**src/rtl/desc_ring_consumer.sv**
```systemverilog
module desc_ring_consumer #(
  parameter int IDX_W = 3
) (
  input  logic             clk,
  input  logic             rst_n,
  input  logic             tail_we,
  input  logic [IDX_W-1:0] tail_idx,
  output logic             mem_rd_en,
  output logic [IDX_W:0]   mem_rd_addr,
  input  logic [63:0]      mem_rd_data,
  output logic             out_valid,
  input  logic             out_ready,
  output logic [13:0]      out_len,
  output logic             out_move,
  output logic             out_eop,
  output logic             out_nosend,
  output logic             out_csum_en,
  output logic [7:0]       out_csum_start,
  output logic [7:0]       out_csum_dest,
  output logic [15:0]      out_csum_seed,
  output logic [41:0]      out_va,
  output logic [4:0]       out_stack,
  output logic [14:0]      out_buf_bytes,
  output logic             out_rel,
  output logic             err_malformed
);

  localparam int DEPTH = 1 << IDX_W;
  localparam logic [IDX_W-1:0] LAST = IDX_W'(DEPTH - 1);

  typedef enum logic [1:0] {ST_IDLE, ST_W0, ST_W1, ST_OUT} st_t;

  st_t              st;
  logic [IDX_W-1:0] head, tail;
  logic             exp_gen, err_q;
  logic [63:0]      w0, w1;

  logic gen_ok, malformed, has_data, advance;

  function automatic logic [14:0] size_bytes(input logic [2:0] code);
    case (code)
      3'd0: size_bytes = 15'd128;
      3'd1: size_bytes = 15'd256;
      3'd2: size_bytes = 15'd512;
      3'd3: size_bytes = 15'd1024;
      3'd4: size_bytes = 15'd1664;
      3'd5: size_bytes = 15'd4096;
      3'd6: size_bytes = 15'd10368;
      default: size_bytes = 15'd16384;
    endcase
  endfunction

  assign gen_ok    = mem_rd_data[0] == exp_gen;
  assign malformed = !w0[8] && (w0[63:32] != 32'd0);
  assign advance   = (st == ST_W1 && malformed) || (st == ST_OUT && out_ready);

  assign mem_rd_en   = (st == ST_IDLE && head != tail) || (st == ST_W0 && gen_ok);
  assign mem_rd_addr = {head, st == ST_W0};

  always_ff @(posedge clk) begin
    if (!rst_n) begin
      st      <= ST_IDLE;
      head    <= '0;
      tail    <= '0;
      exp_gen <= 1'b1;
      err_q   <= 1'b0;
      w0      <= '0;
      w1      <= '0;
    end else begin
      err_q <= 1'b0;
      if (tail_we) tail <= tail_idx;
      if (advance) begin
        head <= (head == LAST) ? '0 : head + 1'b1;
        if (head == LAST) exp_gen <= ~exp_gen;
      end
      case (st)
        ST_IDLE: if (head != tail) st <= ST_W0;
        ST_W0: begin
          if (gen_ok) begin
            w0 <= mem_rd_data;
            st <= ST_W1;
          end else begin
            st <= ST_IDLE;
          end
        end
        ST_W1: begin
          w1 <= mem_rd_data;
          if (malformed) begin
            err_q <= 1'b1;
            st    <= ST_IDLE;
          end else begin
            st <= ST_OUT;
          end
        end
        default: if (out_ready) st <= ST_IDLE;
      endcase
    end
  end

  assign has_data       = w0[29:16] != 14'd0;
  assign out_valid      = st == ST_OUT;
  assign out_len        = w0[29:16];
  assign out_nosend     = w0[9];
  assign out_eop        = w0[11];
  assign out_move       = has_data && !w0[9];
  assign out_csum_en    = w0[8];
  assign out_csum_dest  = w0[39:32];
  assign out_csum_start = w0[47:40];
  assign out_csum_seed  = w0[63:48];
  assign out_va         = has_data ? w1[41:0] : '0;
  assign out_stack      = has_data ? w1[52:48] : '0;
  assign out_buf_bytes  = has_data ? size_bytes(w1[61:59]) : '0;
  assign out_rel        = has_data && w1[58];
  assign err_malformed  = err_q;

endmodule


```
**config.mk**
```make
export PLATFORM = sky130hd
export DESIGN_NAME = desc_ring_consumer
export DESIGN_NICKNAME = d
export VERILOG_FILES = /design/src/rtl/desc_ring_consumer.sv
export SDC_FILE = /design/constraint.sdc
export NUM_CORES = 1
export LEC_CHECK = 0
export BUFFER_PORTS_ARGS = -buffer_cell sky130_fd_sc_hd__buf_2
export CORE_ASPECT_RATIO = 0.8
export CORE_UTILIZATION = 43
export DETAILED_ROUTE_END_ITERATION = 16
export GPL_TIMING_DRIVEN = 0
export HOLD_SLACK_MARGIN = 0.15
export PLACE_DENSITY_LB_ADDON = 0.12
export SLEW_MARGIN = 25
export SYNTH_ARGS = -nofsm -noshare
export SYNTH_HDL_FRONTEND = slang
export SYNTH_SLANG_ARGS = --single-unit
```
**constraint.sdc**
```tcl
create_clock -name clk -period 1.4 [get_ports clk]
set_input_delay 0 -clock clk [delete_from_list [all_inputs] [get_ports clk]]
set_output_delay 0 -clock clk [all_outputs]
set_load 0.005 [all_outputs]
```
Word level (Yosys, flattened, before mapping)
Cells that the tools add are included.
{"block": "op_classes", "n_reduce_logical": 20, "add_sub_neg": 1, "n_bitwise": 1, "eq_ne": 13, "mux": 11}
{"op": "15-bit one-hot mux with 7 select lines", "n": 1}
{"op": "42-bit 2-to-1 mux", "n": 1}
{"op": "32-bit nonzero test", "n": 1}
{"op": "15-bit 2-to-1 mux", "n": 1}
{"op": "14-bit nonzero test", "n": 1}
{"op": "3-bit == test, second input constant", "n": 4}
{"op": "2-bit 2-to-1 mux", "n": 4}
{"op": "2-bit AND reduction", "n": 4}
{"op": "1-bit logical AND", "n": 7}
{"op": "3-bit by 2-bit == test with 1-bit output, second input constant", "n": 2}
{"op": "2-bit one-hot mux with 3 select lines", "n": 1}
{"op": "5-bit 2-to-1 mux", "n": 1}
{"op": "2-bit == test, second input constant", "n": 2}
{"op": "4-bit nonzero test", "n": 1}
{"op": "3-bit by 1-bit adder with 3-bit output, second input constant", "n": 1}
{"op": "3-bit by 1-bit == test with 1-bit output, second input constant", "n": 1}
{"op": "3-bit logical NOT", "n": 1}
{"op": "3-bit 2-to-1 mux", "n": 1}
{"op": "3-bit inequality test", "n": 1}
{"op": "2-bit by 1-bit == test with 1-bit output, second input constant", "n": 1}
{"op": "1-bit logical NOT", "n": 2}
{"op": "2-bit logical NOT", "n": 1}
{"op": "1-bit logical OR", "n": 2}
{"op": "2-bit by 1-bit inequality test with 1-bit output, second input constant", "n": 1}
{"op": "other kinds (3)", "n": 3}
{"block": "totals", "input_bits": 71, "wordCells": 53, "output_inout_bits": 120, "register_bits": 136}

Longest topological paths before layout
{"block": "logic_depth", "ltp_word": 5, "mapped_depth": 7, "depth_no_buf": 5}

Worst setup path before layout
OpenSTA, ideal clock, no wires.
{"block": "synth_path", "path_kind": "register to register", "from": "register w0[35]", "to": "register exp_gen", "setup_ns": 0.121, "synth_period_minus_slack_ns": 1.400, "stages_incl_launch_ff": 6, "arrival_ns": 1.278, "setup_slack_ns": 0.000, "path_cell_list": "dfxtp_1 > nor4_1 > nand4_1 > o21ai_2 > a21boi_2 > mux2_4"}
{"block": "synth_via", "elab_chain_len": 5}
{"item": "start: declaration", "line": "36", "text": "logic [63:0] w0, w1;"}
{"item": "start signal: assignment", "line": "80", "text": "w0 <= mem_rd_data;"}
{"item": "32-bit nonzero test", "line": "54", "text": "assign malformed = !w0[8] && (w0[63:32] != 32'd0);"}
{"item": "1-bit logical AND", "line": "54"}
{"item": "1-bit logical AND", "line": "55", "text": "assign advance = (st == ST_W1 && malformed) || (st == ST_OUT && out_ready);"}
{"item": "1-bit logical OR", "line": "55"}
{"item": "2-bit AND reduction (no line)"}
{"item": "end signal: assignment", "line": "74", "text": "if (head == LAST) exp_gen <= ~exp_gen;"}
{"item": "end: declaration", "line": "35", "text": "logic exp_gen, err_q;"}
Every way passes these cells.
A chain may end at the register's enable or synchronous reset.

Final worst setup path
{"block": "layout_path", "from": "register w0[21]", "to": "output out_stack[3]"}
{"block": "layout_via", "elab_chain_len": 2}
{"item": "14-bit nonzero test", "line": "100", "text": "assign has_data = w0[29:16] != 14'd0;"}
{"item": "5-bit 2-to-1 mux", "line": "111", "text": "assign out_stack = has_data ? w1[52:48] : '0;"}
{"item": "end: declaration", "line": "22", "text": "output logic [4:0] out_stack,"}
Every way passes these cells.

==> results.md <==
- Part of the Yosys area used for sequential elements: 0.4920
- Remaining Overflow, GRT: 0
- Total placed instance area: 0.005579 mm²
- Die outline height: 93.25 µm
- Buffering stage count on the worst path with inverters included: 4
- Vias after detailed routing: 4932
- Kind of critical path: reg -> out
- Hold/Removal Path Class: in -> reg
- Estimated wirelength of the detail-placed design: 9677 µm
- Final setup skew: 0.004688 ns
- Netlist Area Pre-Place: 0.004476 mm²
- Worst slack on hold paths: 0.2824 ns
- Worst-path maximum fanout: 6
- Yosys warning count: 0
- Number of pins exceeding their max-slew limit in the final report: 0
- Most used cell, CP: sky130_fd_sc_hd__buf_6
- Number of optimization iterations in the first detailed-route pass: 4
- Cell type with the largest total area after synthesis: sky130_fd_sc_hd__dfxtp_1
- Share of power burned in registers: 0.435
- Launching point of the worst reg2reg path: w0[35]
- Combinational share of power: 0.208
- Switching power total: 0.002081 W
- Clock root cell: sky130_fd_sc_hd__clkbuf_16
- Boundary Pins: 191
- TritonCTS clock tree: yes
- # clock sinks: 110
- Portion of the clock cycle consumed by the worst path in the final layout: 1.318
- Power share of the clock group: 0.358
- Share of async-settable or async-resettable flops after synthesis: 0
- Via count of the first global-routing pass: 4596
- Total power consumption of the routed design: 0.007816 W
- Data arrival time of the critical path: 1.84 ns
- Count of antenna diodes in the layout: 0
- Violations in the final reports: setup timing
- Max clock buf depth: 2
- Number of flops mapped to enable cells by yosys: 0
- Worst endpoint required time: 1.40 ns
- Cell types with the largest area share after synthesis: sky130_fd_sc_hd__dfxtp_1, sky130_fd_sc_hd__nand2_1, sky130_fd_sc_hd__a21oi_1
- Filler cells: 805
- CTS H-tree depth: 3
- Final standard cell area without fillers: 0.007103 mm²
- Synth unique cells: 28
- Top flip-flop cell by instance count after synthesis: sky130_fd_sc_hd__dfxtp_1
- Number of max-cap violations: 0
- Type of origin of the critical path: flip-flop
- Most common cell in the netlist: sky130_fd_sc_hd__nand2_1
- Largest net degree at the start of global routing: 18
- Wire length after detailed routing: 14410 µm
- Start point of the worst hold path: rst_n
- Maximum ir drop on the vdd rail: 0.6609 mV
- Worst slew margin relative to its limit: 0.6178
- Outcome: finished with violations
- Switching share of power: 0.2662
- Crit path setup slack, layout: -0.4446 ns
- Worst-Margin Slew: 0.5733 ns
- Highest Clock Rate: 542.1 MHz
- RSZ-0062 raised after global routing: true
- Gate count after technology mapping: 582
- Residual DRC: 0
- Global router's overall resource usage: 0.2711
- Fraction of layout instances using a drive strength above 1: 0.3387
- Global-route wire length before repair: 22460 µm
- Placeable Area: 0.009889 mm²
- Max stage delay on crit path: 0.34 ns
- Row cnt: 32
- Origin of the worst setup path: w0[21]
- Later-pin clock latency in the skew report: 0.35 ns
- Slowest cell on crit path: sky130_fd_sc_hd__dfxtp_2
- Leakage Power: 3.188 nW
- Power density relative to cell area: 1100 mW/mm²
- Count of nets after finishing: 939
- Die Area: 0.01082 mm²
- Chain of cells forming the critical path: nor4_4 -> nand4_1 -> buf_6 -> buf_8 -> buf_6 -> and2_4 -> buf_6
- Internal Power: 0.005735 W
- Wire length per cell: 14.31 µm
- Number of buffers inserted during clock tree synthesis: 9
- Critical Path Sink Type: output port
- Detail-routed via count per cell: 4.898
- Min Tclk post-route: 1.845 ns
- Most instantiated cells after synthesis: sky130_fd_sc_hd__nand2_1, sky130_fd_sc_hd__dfxtp_1, sky130_fd_sc_hd__a21oi_1
- Drt first-iter violations: 257
- Share of Yosys cell area claimed by the top area cell type: 0.4920
- Family of cells with the greatest summed delay on the critical path: simple AND/OR/NAND/NOR gates
- Gpl congestion: 0.8392
- Horizontal die dimension: 116.1 µm
- Clock-pin slew on the worst setup and hold paths: 0.07 ns
- Number of failing hold endpoints at the final stage: 0
- Relative area change from synthesis to final layout: 58.71%
- Average cell area after synthesis: 7.690 µm²
- Number of input and output port buffers inserted: 182
- Count of antenna-violating nets left after detailed routing: 0
- Number of failing setup endpoints in the final timing report: 64
- Number of antenna violations at the first check in global routing: 0
- Starting density of the core: 0.4526
- Yosys reg bits: 110
[path summary, 6_finish.rpt]
path,end,slack (ns),depth (start not counted)
worst max-delay path,out_stack[3],-0.44,7
worst min-delay path,tail[0],0.28,4
worst min register to register,w1[31],0.45,2
worst max register to register,exp_gen,-0.29,5
[layout by cell type (no fill, tap or decap), types with 10 or more instances in the layout]
cell / count
sky130_fd_sc_hd__and2_1: 39
sky130_fd_sc_hd__dfxtp_1: 97
sky130_fd_sc_hd__nand2_1: 210
sky130_fd_sc_hd__dlygate4sd3_1: 73
sky130_fd_sc_hd__dfxtp_2: 10
sky130_fd_sc_hd__buf_6: 18
sky130_fd_sc_hd__buf_4: 18
sky130_fd_sc_hd__and2_4: 11
sky130_fd_sc_hd__buf_2: 181
sky130_fd_sc_hd__nor2_1: 11
sky130_fd_sc_hd__a21oi_1: 100
[logic make-up (layout without fill, tap and decap cells)]
kind of cell               Yosys count  count (layout)  synth area share
AOI/OAI and AO/OA                  107             107            0.1238
xor gates and xnor gates             5               5          0.009784
adders and majority gates            2               2          0.005590
buffers and inverters               49             332           0.05507
DFF                                110             110            0.4920
muxes                                7               7           0.01677
other                                1               7         0.0008379
and+or+nand+nor                    301             301            0.2961
[registers in the layout, summed over array words and instances, names as in the netlist]
signal and cells:
tail 3, w0 49, exp_gen 1, head 3, w1 51, err_malformed 1, st 2
[cell type report]
class / count / area [µm²] / share of cell area
repair buffers: 269 / 1827 / 0.2572
inverters: 1 / 3.754 / 0.0005284
flip-flops and latches: 110 / 2226 / 0.3134
multi-input cells: 429 / 2237 / 0.3150
clock buffers: 11 / 252.7 / 0.03558
plain buffers: 46 / 305.3 / 0.04298
well taps: 136 / 170.2 / 0.02396
clock inverters: 5 / 81.33 / 0.01145
[power groups by stage]
stage / sequential, W / combinational [W] / clock (W)
finish: 0.00340 / 0.00162 / 0.00280
global route: 0.00341 / 0.00178 / 0.00298
CTS: 0.00338 / 0.00154 / 0.00286
detailed placement: 0.00344 / 0.00115 / 0
global placement: 0.00343 / 0.00113 / 0
floorplan: 0.00343 / 0.000638 / 0
[through the flow]
step | utilization | setup TNS [ns] | setup WS, ns | std cells
after global routing | 0.7182 | -28.00 | -0.5435 | 1007
after global placement | 0.5641 | -19.83 | -0.4477 | 906
final | 0.7182 | -21.93 | -0.4446 | 1007
after floorplan | - | 0 | 0.0002841 | 588
after CTS | 0.7029 | -21.72 | -0.4392 | 1003
after detailed placement | 0.5641 | -23.59 | -0.4950 | 906
[metal layers]
layer / vias to the layer above / track usage / share of wire
met4: 0 / 0.06517 / 0.015
met2: 175 / 0.4539 / 0.47
met3: 19 / 0.07518 / 0.059
li1: 2442 / - / -
met1: 2296 / 0.3443 / 0.45
met5: - / 0 / 0
[tightest hold or removal path, delay by kind of cell]
family | cells | cell delay, ns
simple gates | 1 | 0.15
buf+inv | 3 | 0.43
[repair_timing]
| action | in CTS | in global routing |
|---|---|---|
| hold buffers | 73 | 0 |
| setup endpoints to repair | 163 | 121 |
| setup buffers | 8 | 4 |
| gates cloned | 2 | 0 |
| hold endpoints to repair | 109 | 0 |
| gates resized for setup | 67 | 45 |
| pin swaps | 20 | 14 |
Note: power is estimated with default switching activity, not from simulation.
